## src/rtl/clk_rst_pkg.sv

```systemverilog
package clk_rst_pkg;
  localparam int SRC_W = 7;

  typedef enum logic [2:0] {
    ST_PWR,
    ST_RUN,
    ST_SHORT,
    ST_STOP,
    ST_RECOV,
    ST_WAIT
  } seq_state_e;
endpackage

```

## src/rtl/rst_src_ctl.sv

```systemverilog
module rst_src_ctl
  import clk_rst_pkg::*;
#(
  parameter int SYNC_STAGES = 2
) (
  input  logic             clk_i,
  input  logic             rst_ni,
  input  logic             ext_rst_ni,
  input  logic             wdog_i,
  input  logic             bad_op_i,
  input  logic             bad_addr_i,
  input  logic             usb_i,
  input  logic             lvi_i,
  input  logic             accept_i,
  output logic             other_req_o,
  output logic             lvi_req_o,
  output logic [SRC_W-1:0] src_o
);
  localparam logic [SRC_W-1:0] LVI_ONLY = SRC_W'(1) << (SRC_W - 1);

  logic [SYNC_STAGES-1:0] sync_q;
  logic                   ext_req;
  logic [SRC_W-1:0]       req_v, set_mask, src_q;

  always_ff @(posedge clk_i or negedge rst_ni) begin
    if (!rst_ni) sync_q <= '1;
    else         sync_q <= {sync_q[SYNC_STAGES-2:0], ext_rst_ni};
  end

  assign ext_req     = ~sync_q[SYNC_STAGES-1];
  assign req_v       = {lvi_i, usb_i, bad_addr_i, bad_op_i, wdog_i, ext_req, 1'b0};
  assign set_mask    = accept_i ? '1 : LVI_ONLY;
  assign other_req_o = |req_v[SRC_W-2:1];
  assign lvi_req_o   = lvi_i;

  always_ff @(posedge clk_i or negedge rst_ni) begin
    if (!rst_ni) src_q <= SRC_W'(1);
    else         src_q <= src_q | (req_v & set_mask);
  end

  assign src_o = src_q;

  for (genvar i = 0; i < SRC_W; i++) begin : g_sticky
    p_src_sticky_r6: assert property (@(posedge clk_i) disable iff (!rst_ni)
      src_q[i] |=> src_q[i]);
  end
endmodule

```

## src/rtl/tmo_cnt.sv

```systemverilog
module tmo_cnt #(
  parameter int CNT_W  = 13,
  parameter int MAX_M1 = 4095
) (
  input  logic             clk_i,
  input  logic             rst_ni,
  input  logic             clr_i,
  input  logic             en_i,
  input  logic [CNT_W-1:0] term_i,
  output logic             done_o
);
  logic [CNT_W-1:0] cnt_q;

  always_ff @(posedge clk_i or negedge rst_ni) begin
    if (!rst_ni)    cnt_q <= '0;
    else if (clr_i) cnt_q <= '0;
    else if (en_i)  cnt_q <= cnt_q + 1'b1;
  end

  assign done_o = en_i && (cnt_q == term_i);

  p_cnt_range_r2: assert property (@(posedge clk_i) disable iff (!rst_ni)
    cnt_q <= CNT_W'(MAX_M1));
endmodule

```

## src/rtl/clk_en_gen.sv

```systemverilog
module clk_en_gen (
  input  logic clk_i,
  input  logic rst_ni,
  input  logic bus_run_i,
  input  logic cpu_run_i,
  output logic per_en_o,
  output logic cpu_en_o
);
  logic ph_q;

  // phase parks at 0 whenever the bus is dark
  always_ff @(posedge clk_i or negedge rst_ni) begin
    if (!rst_ni) ph_q <= 1'b0;
    else         ph_q <= bus_run_i ? ~ph_q : 1'b0;
  end

  assign per_en_o = bus_run_i & ph_q;
  assign cpu_en_o = cpu_run_i & ph_q;

  p_half_rate_r1: assert property (@(posedge clk_i) disable iff (!rst_ni)
    per_en_o |=> !per_en_o);
  p_cpu_in_per_r1: assert property (@(posedge clk_i) disable iff (!rst_ni)
    cpu_en_o |-> per_en_o);
endmodule

```

## src/rtl/rst_clk_seq.sv

```systemverilog
module rst_clk_seq
  import clk_rst_pkg::*;
#(
  parameter int CNT_W       = 13,
  parameter int POR_CYC     = 4096,
  parameter int STOP_SLOW   = 4096,
  parameter int STOP_FAST   = 2048,
  parameter int SYNC_STAGES = 2
) (
  input  logic             clk_i,
  input  logic             rst_ni,
  input  logic             ext_rst_ni,
  input  logic             wdog_i,
  input  logic             bad_op_i,
  input  logic             bad_addr_i,
  input  logic             usb_rst_i,
  input  logic             lvi_i,
  input  logic             stop_req_i,
  input  logic             wait_req_i,
  input  logic             wake_i,
  input  logic             stop_fast_i,
  output logic             rst_pin_drive_o,
  output logic             cpu_rst_o,
  output logic             cpu_clk_en_o,
  output logic             per_clk_en_o,
  output logic [SRC_W-1:0] rst_src_o
);
  localparam int HOLD_CYC = 2;
  localparam int MAX_CYC  = (POR_CYC > STOP_SLOW) ? POR_CYC : STOP_SLOW;
  localparam logic [CNT_W-1:0] POR_M1  = CNT_W'(POR_CYC - 1);
  localparam logic [CNT_W-1:0] SLOW_M1 = CNT_W'(STOP_SLOW - 1);
  localparam logic [CNT_W-1:0] FAST_M1 = CNT_W'(STOP_FAST - 1);
  localparam logic [CNT_W-1:0] HOLD_M1 = CNT_W'(HOLD_CYC - 1);

  seq_state_e       state_q, state_d;
  logic             sel_fast_q, pend_q;
  logic             other_req, lvi_req, tmo_done, cnt_clr, cnt_en;
  logic [CNT_W-1:0] term;

  rst_src_ctl #(.SYNC_STAGES(SYNC_STAGES)) u_src (
    .clk_i       (clk_i),
    .rst_ni      (rst_ni),
    .ext_rst_ni  (ext_rst_ni),
    .wdog_i      (wdog_i),
    .bad_op_i    (bad_op_i),
    .bad_addr_i  (bad_addr_i),
    .usb_i       (usb_rst_i),
    .lvi_i       (lvi_i),
    .accept_i    (state_q != ST_PWR),
    .other_req_o (other_req),
    .lvi_req_o   (lvi_req),
    .src_o       (rst_src_o)
  );

  always_comb begin
    state_d = state_q;
    unique case (state_q)
      ST_PWR:   if (!lvi_req && tmo_done) state_d = ST_RUN;
      ST_RUN: begin
        if (lvi_req)         state_d = ST_PWR;
        else if (other_req)  state_d = ST_SHORT;
        else if (stop_req_i) state_d = ST_STOP;
        else if (wait_req_i) state_d = ST_WAIT;
      end
      ST_SHORT: begin
        if (lvi_req)                     state_d = ST_PWR;
        else if (!other_req && tmo_done) state_d = ST_RUN;
      end
      ST_STOP: begin
        if (lvi_req)                  state_d = ST_PWR;
        else if (other_req || wake_i) state_d = ST_RECOV;
      end
      ST_RECOV: begin
        if (lvi_req)       state_d = ST_PWR;
        else if (tmo_done) state_d = (pend_q || other_req) ? ST_SHORT : ST_RUN;
      end
      ST_WAIT: begin
        if (lvi_req)        state_d = ST_PWR;
        else if (other_req) state_d = ST_SHORT;
        else if (wake_i)    state_d = ST_RUN;
      end
      default: state_d = ST_PWR;
    endcase
  end

  always_ff @(posedge clk_i or negedge rst_ni) begin
    if (!rst_ni) begin
      state_q    <= ST_PWR;
      sel_fast_q <= 1'b0;
      pend_q     <= 1'b0;
    end else begin
      state_q <= state_d;
      if (state_q == ST_RUN && state_d == ST_STOP) sel_fast_q <= stop_fast_i;
      if (state_d != ST_RECOV)                     pend_q <= 1'b0;
      else if (other_req)                          pend_q <= 1'b1;
    end
  end

  always_comb begin
    unique case (state_q)
      ST_PWR:   term = POR_M1;
      ST_RECOV: term = sel_fast_q ? FAST_M1 : SLOW_M1;
      default:  term = HOLD_M1;
    endcase
  end

  // counter restarts on every phase entry and while a hold is re-armed
  assign cnt_clr = (state_d != state_q)
                 || (state_q == ST_SHORT && other_req)
                 || (state_q == ST_PWR && lvi_req);
  assign cnt_en  = (state_q == ST_PWR) || (state_q == ST_SHORT) || (state_q == ST_RECOV);

  tmo_cnt #(.CNT_W(CNT_W), .MAX_M1(MAX_CYC - 1)) u_cnt (
    .clk_i  (clk_i),
    .rst_ni (rst_ni),
    .clr_i  (cnt_clr),
    .en_i   (cnt_en),
    .term_i (term),
    .done_o (tmo_done)
  );

  clk_en_gen u_clk (
    .clk_i     (clk_i),
    .rst_ni    (rst_ni),
    .bus_run_i ((state_q == ST_RUN) || (state_q == ST_WAIT) || (state_q == ST_SHORT)),
    .cpu_run_i ((state_q == ST_RUN) || (state_q == ST_SHORT)),
    .per_en_o  (per_clk_en_o),
    .cpu_en_o  (cpu_clk_en_o)
  );

  assign rst_pin_drive_o = (state_q == ST_PWR);
  assign cpu_rst_o       = (state_q == ST_PWR) || (state_q == ST_SHORT);

  p_pin_dark_r2: assert property (@(posedge clk_i) disable iff (!rst_ni)
    rst_pin_drive_o |-> !per_clk_en_o && !cpu_clk_en_o && cpu_rst_o);
  p_lvi_hold_r3: assert property (@(posedge clk_i) disable iff (!rst_ni)
    lvi_i |=> rst_pin_drive_o);
  p_short_rst_r4: assert property (@(posedge clk_i) disable iff (!rst_ni)
    (state_q == ST_RUN && other_req && !lvi_i) |=> cpu_rst_o && !rst_pin_drive_o);
  p_stop_dark_r7: assert property (@(posedge clk_i) disable iff (!rst_ni)
    (state_q == ST_RUN && stop_req_i && !lvi_i && !other_req) |=> !per_clk_en_o);
endmodule

```

## config.mk

```make
export PLATFORM = sky130hd
export DESIGN_NAME = rst_clk_seq
export DESIGN_NICKNAME = d
export VERILOG_FILES = /design/src/rtl/clk_rst_pkg.sv /design/src/rtl/rst_src_ctl.sv /design/src/rtl/tmo_cnt.sv /design/src/rtl/clk_en_gen.sv /design/src/rtl/rst_clk_seq.sv
export SDC_FILE = /design/constraint.sdc
export NUM_CORES = 1
export LEC_CHECK = 0
export ABC_AREA = 1
export BUFFER_PORTS_ARGS = -buffer_cell sky130_fd_sc_hd__buf_2
export CAP_MARGIN = 25
export CORE_AREA = 2 2 56 58
export CTS_BUF_LIST = sky130_fd_sc_hd__clkbuf_4 sky130_fd_sc_hd__clkbuf_8
export DETAILED_ROUTE_END_ITERATION = 7
export DIE_AREA = 0 0 58 60
export GPL_TIMING_DRIVEN = 0
export PLACE_DENSITY_LB_ADDON = 0.15
export SLEW_MARGIN = 10
export SYNTH_ARGS = -nofsm -noshare
export SYNTH_HDL_FRONTEND = slang
export SYNTH_SLANG_ARGS = --single-unit
export TNS_END_PERCENT = 10
```

## constraint.sdc

```tcl
create_clock -name clk_i -period 4.8 [get_ports clk_i]
set_clock_uncertainty 0.2 [all_clocks]
set_input_delay 0.24 -clock clk_i [delete_from_list [all_inputs] [get_ports clk_i]]
set_output_delay 0.24 -clock clk_i [all_outputs]
set_load 0.01 [all_outputs]
```

## After elaboration in Yosys (flattened, before gate mapping)

Index checks and enable logic that the tools add are counted.

- Reduce and logical (&&, ||, !) cells: 22
- Add/subtract/negate cells: 1
- Multiplexer cells: 24
- Bitwise logic cells: 6
- Equal/unequal tests: 9

Operators by type and width:

| operator | number |
|---|---|
| 3-bit two-way mux | 14 |
| 13-bit two-way mux | 2 |
| 12-bit one-hot mux with 2 select lines | 1 |
| 3-bit one-hot mux with 6 select lines | 1 |
| 13-bit by 1-bit adder with 13-bit output (second input constant) | 1 |
| 13-bit by 12-bit equality test with 1-bit output | 1 |
| 12-bit two-way mux | 1 |
| 3-bit by 2-bit equality test with 1-bit output (second input constant) | 3 |
| 1-bit logical OR | 9 |
| 7-bit bitwise AND | 1 |
| 7-bit bitwise OR | 1 |
| 3-bit equality test (second input constant) | 2 |
| 1-bit logical AND | 6 |
| 6-bit two-way mux | 1 |
| 5-bit OR reduction | 1 |
| 2-bit nonzero test | 2 |
| 3-bit by 1-bit equality test with 1-bit output (second input constant) | 1 |
| 3-bit logical NOT | 1 |
| 1-bit two-way mux | 3 |
| 3-bit != test | 1 |
| 3-bit != test (second input constant) | 1 |
| 3-bit nonzero test | 1 |
| 1-bit bitwise AND | 2 |
| 1-bit logical NOT | 2 |
| other kinds (2) | 3 |

- Output and inout port bits: 11
- Register bits: 28
- Logic and storage cells: 69

## Longest topological paths before layout

- Depth in word-level cells: 12
- Mapped depth: 14
- Gate-level depth less buffers: 14

## Cells and area by module

Synthesis repeated with hierarchy kept, for this count alone.

- Cell total of the unflattened synthesis: 263
- Area, all modules: 1919.3 um2

Modules (own cells, without submodules):

| module | instances | cells an instance | area an instance (um2) |
|---|---|---|---|
| tmo_cnt | 1 | 136 | 915.9 |
| rst_clk_seq | 1 | 99 | 665.6 |
| rst_src_ctl | 1 | 21 | 290.3 |
| clk_en_gen | 1 | 7 | 47.5 |

## Worst setup path before layout

Ideal clock, no wire load.

- Path kind: reg2reg
- Start point: register u_src.sync_q[1]
- End point: register u_cnt.cnt_q[7]
- Setup slack: 2.776 ns
- Data arrival time: 1.700 ns
- Cell stages (with the launch flop): 13
- Required time: 4.476 ns
- Period minus slack after synthesis: 2.024 ns
- Path through: dfstp_2 > inv_1 > nor2_1 > nand3_1 > nor2_1 > nand4_4 > nor2_1 > nor2_1 > nand2_2 > nand2_1 > nand2_2 > buf_6 > nor3_2

- Cells in the longest elaborated chain, start to end: 11
- Elaborated cells on any way between the ends: 24

RTL lines:

| what | line | RTL |
|---|---|---|
| start: declaration | rst_src_ctl.sv:21 | `logic [SYNC_STAGES-1:0] sync_q;` |
| start signal: assignment | rst_src_ctl.sv:27 | `else sync_q <= {sync_q[SYNC_STAGES-2:0], ext_rst_ni};` |
| 1-bit inverter * | rst_src_ctl.sv:30 | `assign ext_req = ~sync_q[SYNC_STAGES-1];` |
| 5-bit OR reduction * | rst_src_ctl.sv:33 | `assign other_req_o = \|req_v[SRC_W-2:1];` |
| 1-bit logical OR or 1-bit logical NOT (tied branches) | rst_clk_seq.sv:75, rst_clk_seq.sv:67 |  |
| 2-bit two-way mux or 1-bit logical AND (tied branches) | rst_clk_seq.sv:75, rst_clk_seq.sv:67 |  |
| 3-bit two-way mux, on equally long branches | rst_clk_seq.sv:75, rst_clk_seq.sv:67 |  |
| 3-bit two-way mux, on equally long branches | rst_clk_seq.sv:74, rst_clk_seq.sv:66 |  |
| 3-bit one-hot mux with 6 select lines * | rst_clk_seq.sv:57 | `unique case (state_q)` |
| named net state_d[0] | rst_clk_seq.sv:35 | `seq_state_e state_q, state_d;` |
| 3-bit != test * | rst_clk_seq.sv:108 | `assign cnt_clr = (state_d != state_q)` |
| 1-bit logical OR * | rst_clk_seq.sv:109 | `\|\| (state_q == ST_SHORT && other_req)` |
| 1-bit logical OR * | rst_clk_seq.sv:110 | `\|\| (state_q == ST_PWR && lvi_req);` |
| 13-bit two-way mux or 2-bit nonzero test (tied branches) | - |  |
| end signal: assignment | tmo_cnt.sv:17 | `else if (en_i) cnt_q <= cnt_q + 1'b1;` |
| end: declaration | tmo_cnt.sv:12 | `logic [CNT_W-1:0] cnt_q;` |

Mark *: on every way through the listed nets, which the timed path passes. The rest lies on a longest branch.
A chain may end at the register's enable or synchronous reset.

## Final worst setup path

- Start point: input port wdog_i
- End point: register u_cnt.cnt_q[11]

- Cells in the longest elaborated chain, start to end: 10
- Elaborated cells on any way between the ends: 23

RTL lines:

| what | line | RTL |
|---|---|---|
| start: declaration | rst_clk_seq.sv:13 | `input logic wdog_i,` |
| 5-bit OR reduction * | rst_src_ctl.sv:33 |  |
| 1-bit logical OR or 1-bit logical NOT (tied branches) | rst_clk_seq.sv:75, rst_clk_seq.sv:67 |  |
| 2-bit two-way mux or 1-bit logical AND (tied branches) | rst_clk_seq.sv:75, rst_clk_seq.sv:67 |  |
| 3-bit two-way mux, on equally long branches | rst_clk_seq.sv:75, rst_clk_seq.sv:67 |  |
| 3-bit two-way mux, on equally long branches | rst_clk_seq.sv:74, rst_clk_seq.sv:66 |  |
| 3-bit one-hot mux with 6 select lines * | rst_clk_seq.sv:57 |  |
| named net state_d[0] | rst_clk_seq.sv:35 |  |
| 3-bit != test * | rst_clk_seq.sv:108 |  |
| 1-bit logical OR * | rst_clk_seq.sv:109 |  |
| 1-bit logical OR * | rst_clk_seq.sv:110 |  |
| 13-bit two-way mux or 2-bit nonzero test (tied branches) | - |  |

Marked as above.

==> impl_metrics.tcl <==
set metrics [dict create \
    status "complete, no violations" \
    htree_levels 1 \
    ys.flop_type "dfrtp_1" \
    track_usage_pct 20.7 \
    port_buffers 21 \
    drt_iter0_drc 58 \
    rsz0062_at_grt "no" \
    synthTopCellsByArea "dfrtp_1 36%, nand2_1 7.8%, nor3_2 5.8%, nor2_1 5.4%, inv_1 4.3%" \
    synth_area_leader_cell "dfrtp_1" \
    num-fill-cells 246 \
    fin_util_pct 68.2 \
    netlist.area_leader.share_pct 36.1 \
    rows 20 \
    cts-root-buf "clkbuf_4" \
    synth_compound_area_share_pct 8.38 \
    grt_pass1_vias 1327 \
    ioPinCount 23 \
    synth-seq-area-share_pct 39.1 \
    detail-route-antenna-nets 0 \
    overflow 0 \
    crit_slowest_cell "dlygate4sd3_1" \
    setup_tns_ps 0 \
    cp_common_cell "nor2_1" \
    syn_inst 212 \
    syn-cell-area_mm2 0.00173 \
    die_w_um 58 \
    worstSetupPathType "input pin to flop" \
    first_pass_iters 4 \
    worst_skew_pair.late_latency_ps 310 \
    postCtsSetupBuffers 0 \
    vdd_ir_drop_max_mv 0.221 \
    grt_max_degree 28 \
    final_cell_area_mm2 0.00198 \
    layoutNonFillerInstCount 277 \
    finalWirelength_mm 3.23 \
    drive_gt1_share_pct 29.9 \
    wl_per_cell_um 11.7 \
    path_clk_slew_ps 130 \
    syn-num-nets 225 \
    synth_edf_count 0 \
    grt_first_pass_wirelength_mm 5.60 \
    hold_violations 0 \
    min_period_over_period_pct 49.6 \
    fp.coreArea_mm2 0.00290 \
    maxSlewHeadroom_pct 62.4 \
    powerDensity_mw_per_mm2 191 \
    cts_tree "built" \
    power_mw 0.379 \
    fmax_mhz 420 \
    crit_arrival_ps 2390 \
    cp.required_ps 4810 \
    cts_sinks 27 \
    initial_core_util_pct 59.7 \
    final_cell_mix "36 x nand2_1, 25 x nor2_1, 25 x dfrtp_1" \
    crit_path_start_kind "input pin" \
    critPathMaxFanout 10 \
    place_area_mm2 0.00188 \
    gp_congestion 0.900 \
    antenna_found_initial 0 \
    die_area_mm2 0.00348 \
    syn_area_per_cell_um2 8.17 \
    cts_resized 0 \
    area_growth_pct 14.2 \
    async_flop_share_pct 100 \
    route.detailed.drc 0 \
    finalSetupViolCount 0 \
    cts_buffer_depth 2 \
    vias 1453 \
    synth_xor_area_share_pct 5.05 \
    routed_via_density 5.25 \
    hold_buffers 7 \
    yosysWarnings 0 \
    slowest_delay_ps 540 \
    place_inst 266 \
    max-cap-violations 0 \
    leakage_nw 0.937 \
    path_cells "dlygate4sd3_1, buf_2, nor2_1, nand3_1, nor2_1, nand4_4, nor2_1, nor2_1, nand2_2, nand2_1, nand2_2, buf_6, nor3_2" \
    synth_seq_cells 27 \
    yosysUniqueCellTypes 38 \
    hpwlAfterDp_mm 2.55 \
    synth_fa_ha_area_share_pct 0.722 \
    slew_viol_final 0 \
    layout.nets 258 \
    worst_hold_path_type "input pin to flop" \
    die_h_um 60 \
    synth_mux_area_share_pct 0.578 \
    worst_pin_slew_ps 564 \
    synth_top_family_by_area "simple AND/OR/NAND/NOR gates" \
    worstSetupEndpointType "flop" \
    numCtsBuffers 3 \
    yosys.area_share.simple_pct 38.1 \
    layout_min_cycle_time_ps 2380 \
    n_antenna_cell 0 \
    layout_commonest_cell "nand2_1" \
]
[layout make-up]
cell class	count	area (um^2)	share of cell area, %
Tap cell	33	41.3	2.09
Buffer	3	30.0	1.52
Clock buffer	4	30.0	1.52
Inverter	28	105	5.31
Timing Repair Buffer	28	175	8.85
Sequential cell	27	678	34.3
Multi-Input combinational cell	154	920	46.5
[synthesized netlist by cell type, drive strengths merged, types with 2 or more instances]
library cell / instances
dfrtp: 25
buf: 3
a21oi: 6
inv: 28
a21o: 3
xnor2: 3
nand4: 4
nor2: 33
o21ai: 9
dfstp: 2
o21bai: 2
nand3: 13
or2: 2
nor3: 17
xor2: 7
nand2: 46
[flip-flops by register name (all words and copies together), names as in the netlist]
name	flops
u_src.src_o	6
sel_fast_q	1
u_cnt.cnt_q	13
u_clk.ph_q	1
u_src.sync_q	2
state_q	3
pend_q	1
[report_power, final]
| group | internal (mW) | leakage (nW) | total (mW) | switching, mW |
|---|---|---|---|---|
| Sequential | 0.235 | 0.341 | 0.240 | 0.00496 |
| Combinational | 0.0187 | 0.578 | 0.0410 | 0.0222 |
| Clock | 0.0381 | 0.0184 | 0.0976 | 0.0595 |
[layer usage]
layer	share of wire [%]	track usage (%)	vias up
met5	0	0	-
met4	0.68	2.99	0
met3	3.7	4.55	2
met2	47	35.6	28
met1	48	27.6	669
li1	-	-	754
[worst max-delay path, delay by kind of cell]
family        cells  cell delay (ps)
buf+inv           3              850
simple gates     10             1290
[worst paths after layout]
check | slack [ps] | to | depth (start not counted) | from
worst max-delay path | 2420 | u_cnt.cnt_q[11] | 13 | wdog_i
worst min-delay path | 30 | u_src.src_o[6] | 2 | lvi_i
worst max register to register | 2460 | u_cnt.cnt_q[11] | 12 | u_src.sync_q[1]
worst min register to register | 170 | u_src.sync_q[1] | 0 | u_src.sync_q[0]
max in group asynchronous | 3790 | u_src.sync_q[1] | 2 | rst_ni
min in group asynchronous | 230 | u_cnt.cnt_q[4] | 2 | rst_ni
[cell families after synthesis]
kind of cell | count (synthesis)
AOI/OAI and AO/OA | 24
xor gates and xnor gates | 10
adders and majority gates | 1
buffers and inverters | 31
DFF | 27
muxes | 1
other | 1
and+or+nand+nor | 117
[stage by stage]
step	setup WS, ps	hold WS (ps)
after floorplan	2780	-256
after global placement	2490	68.7
after detailed placement	2480	69.3
after CTS	2450	14.5
after global routing	2270	32.1
final	2420	32.6
Power figures use the tool's default switching activity.
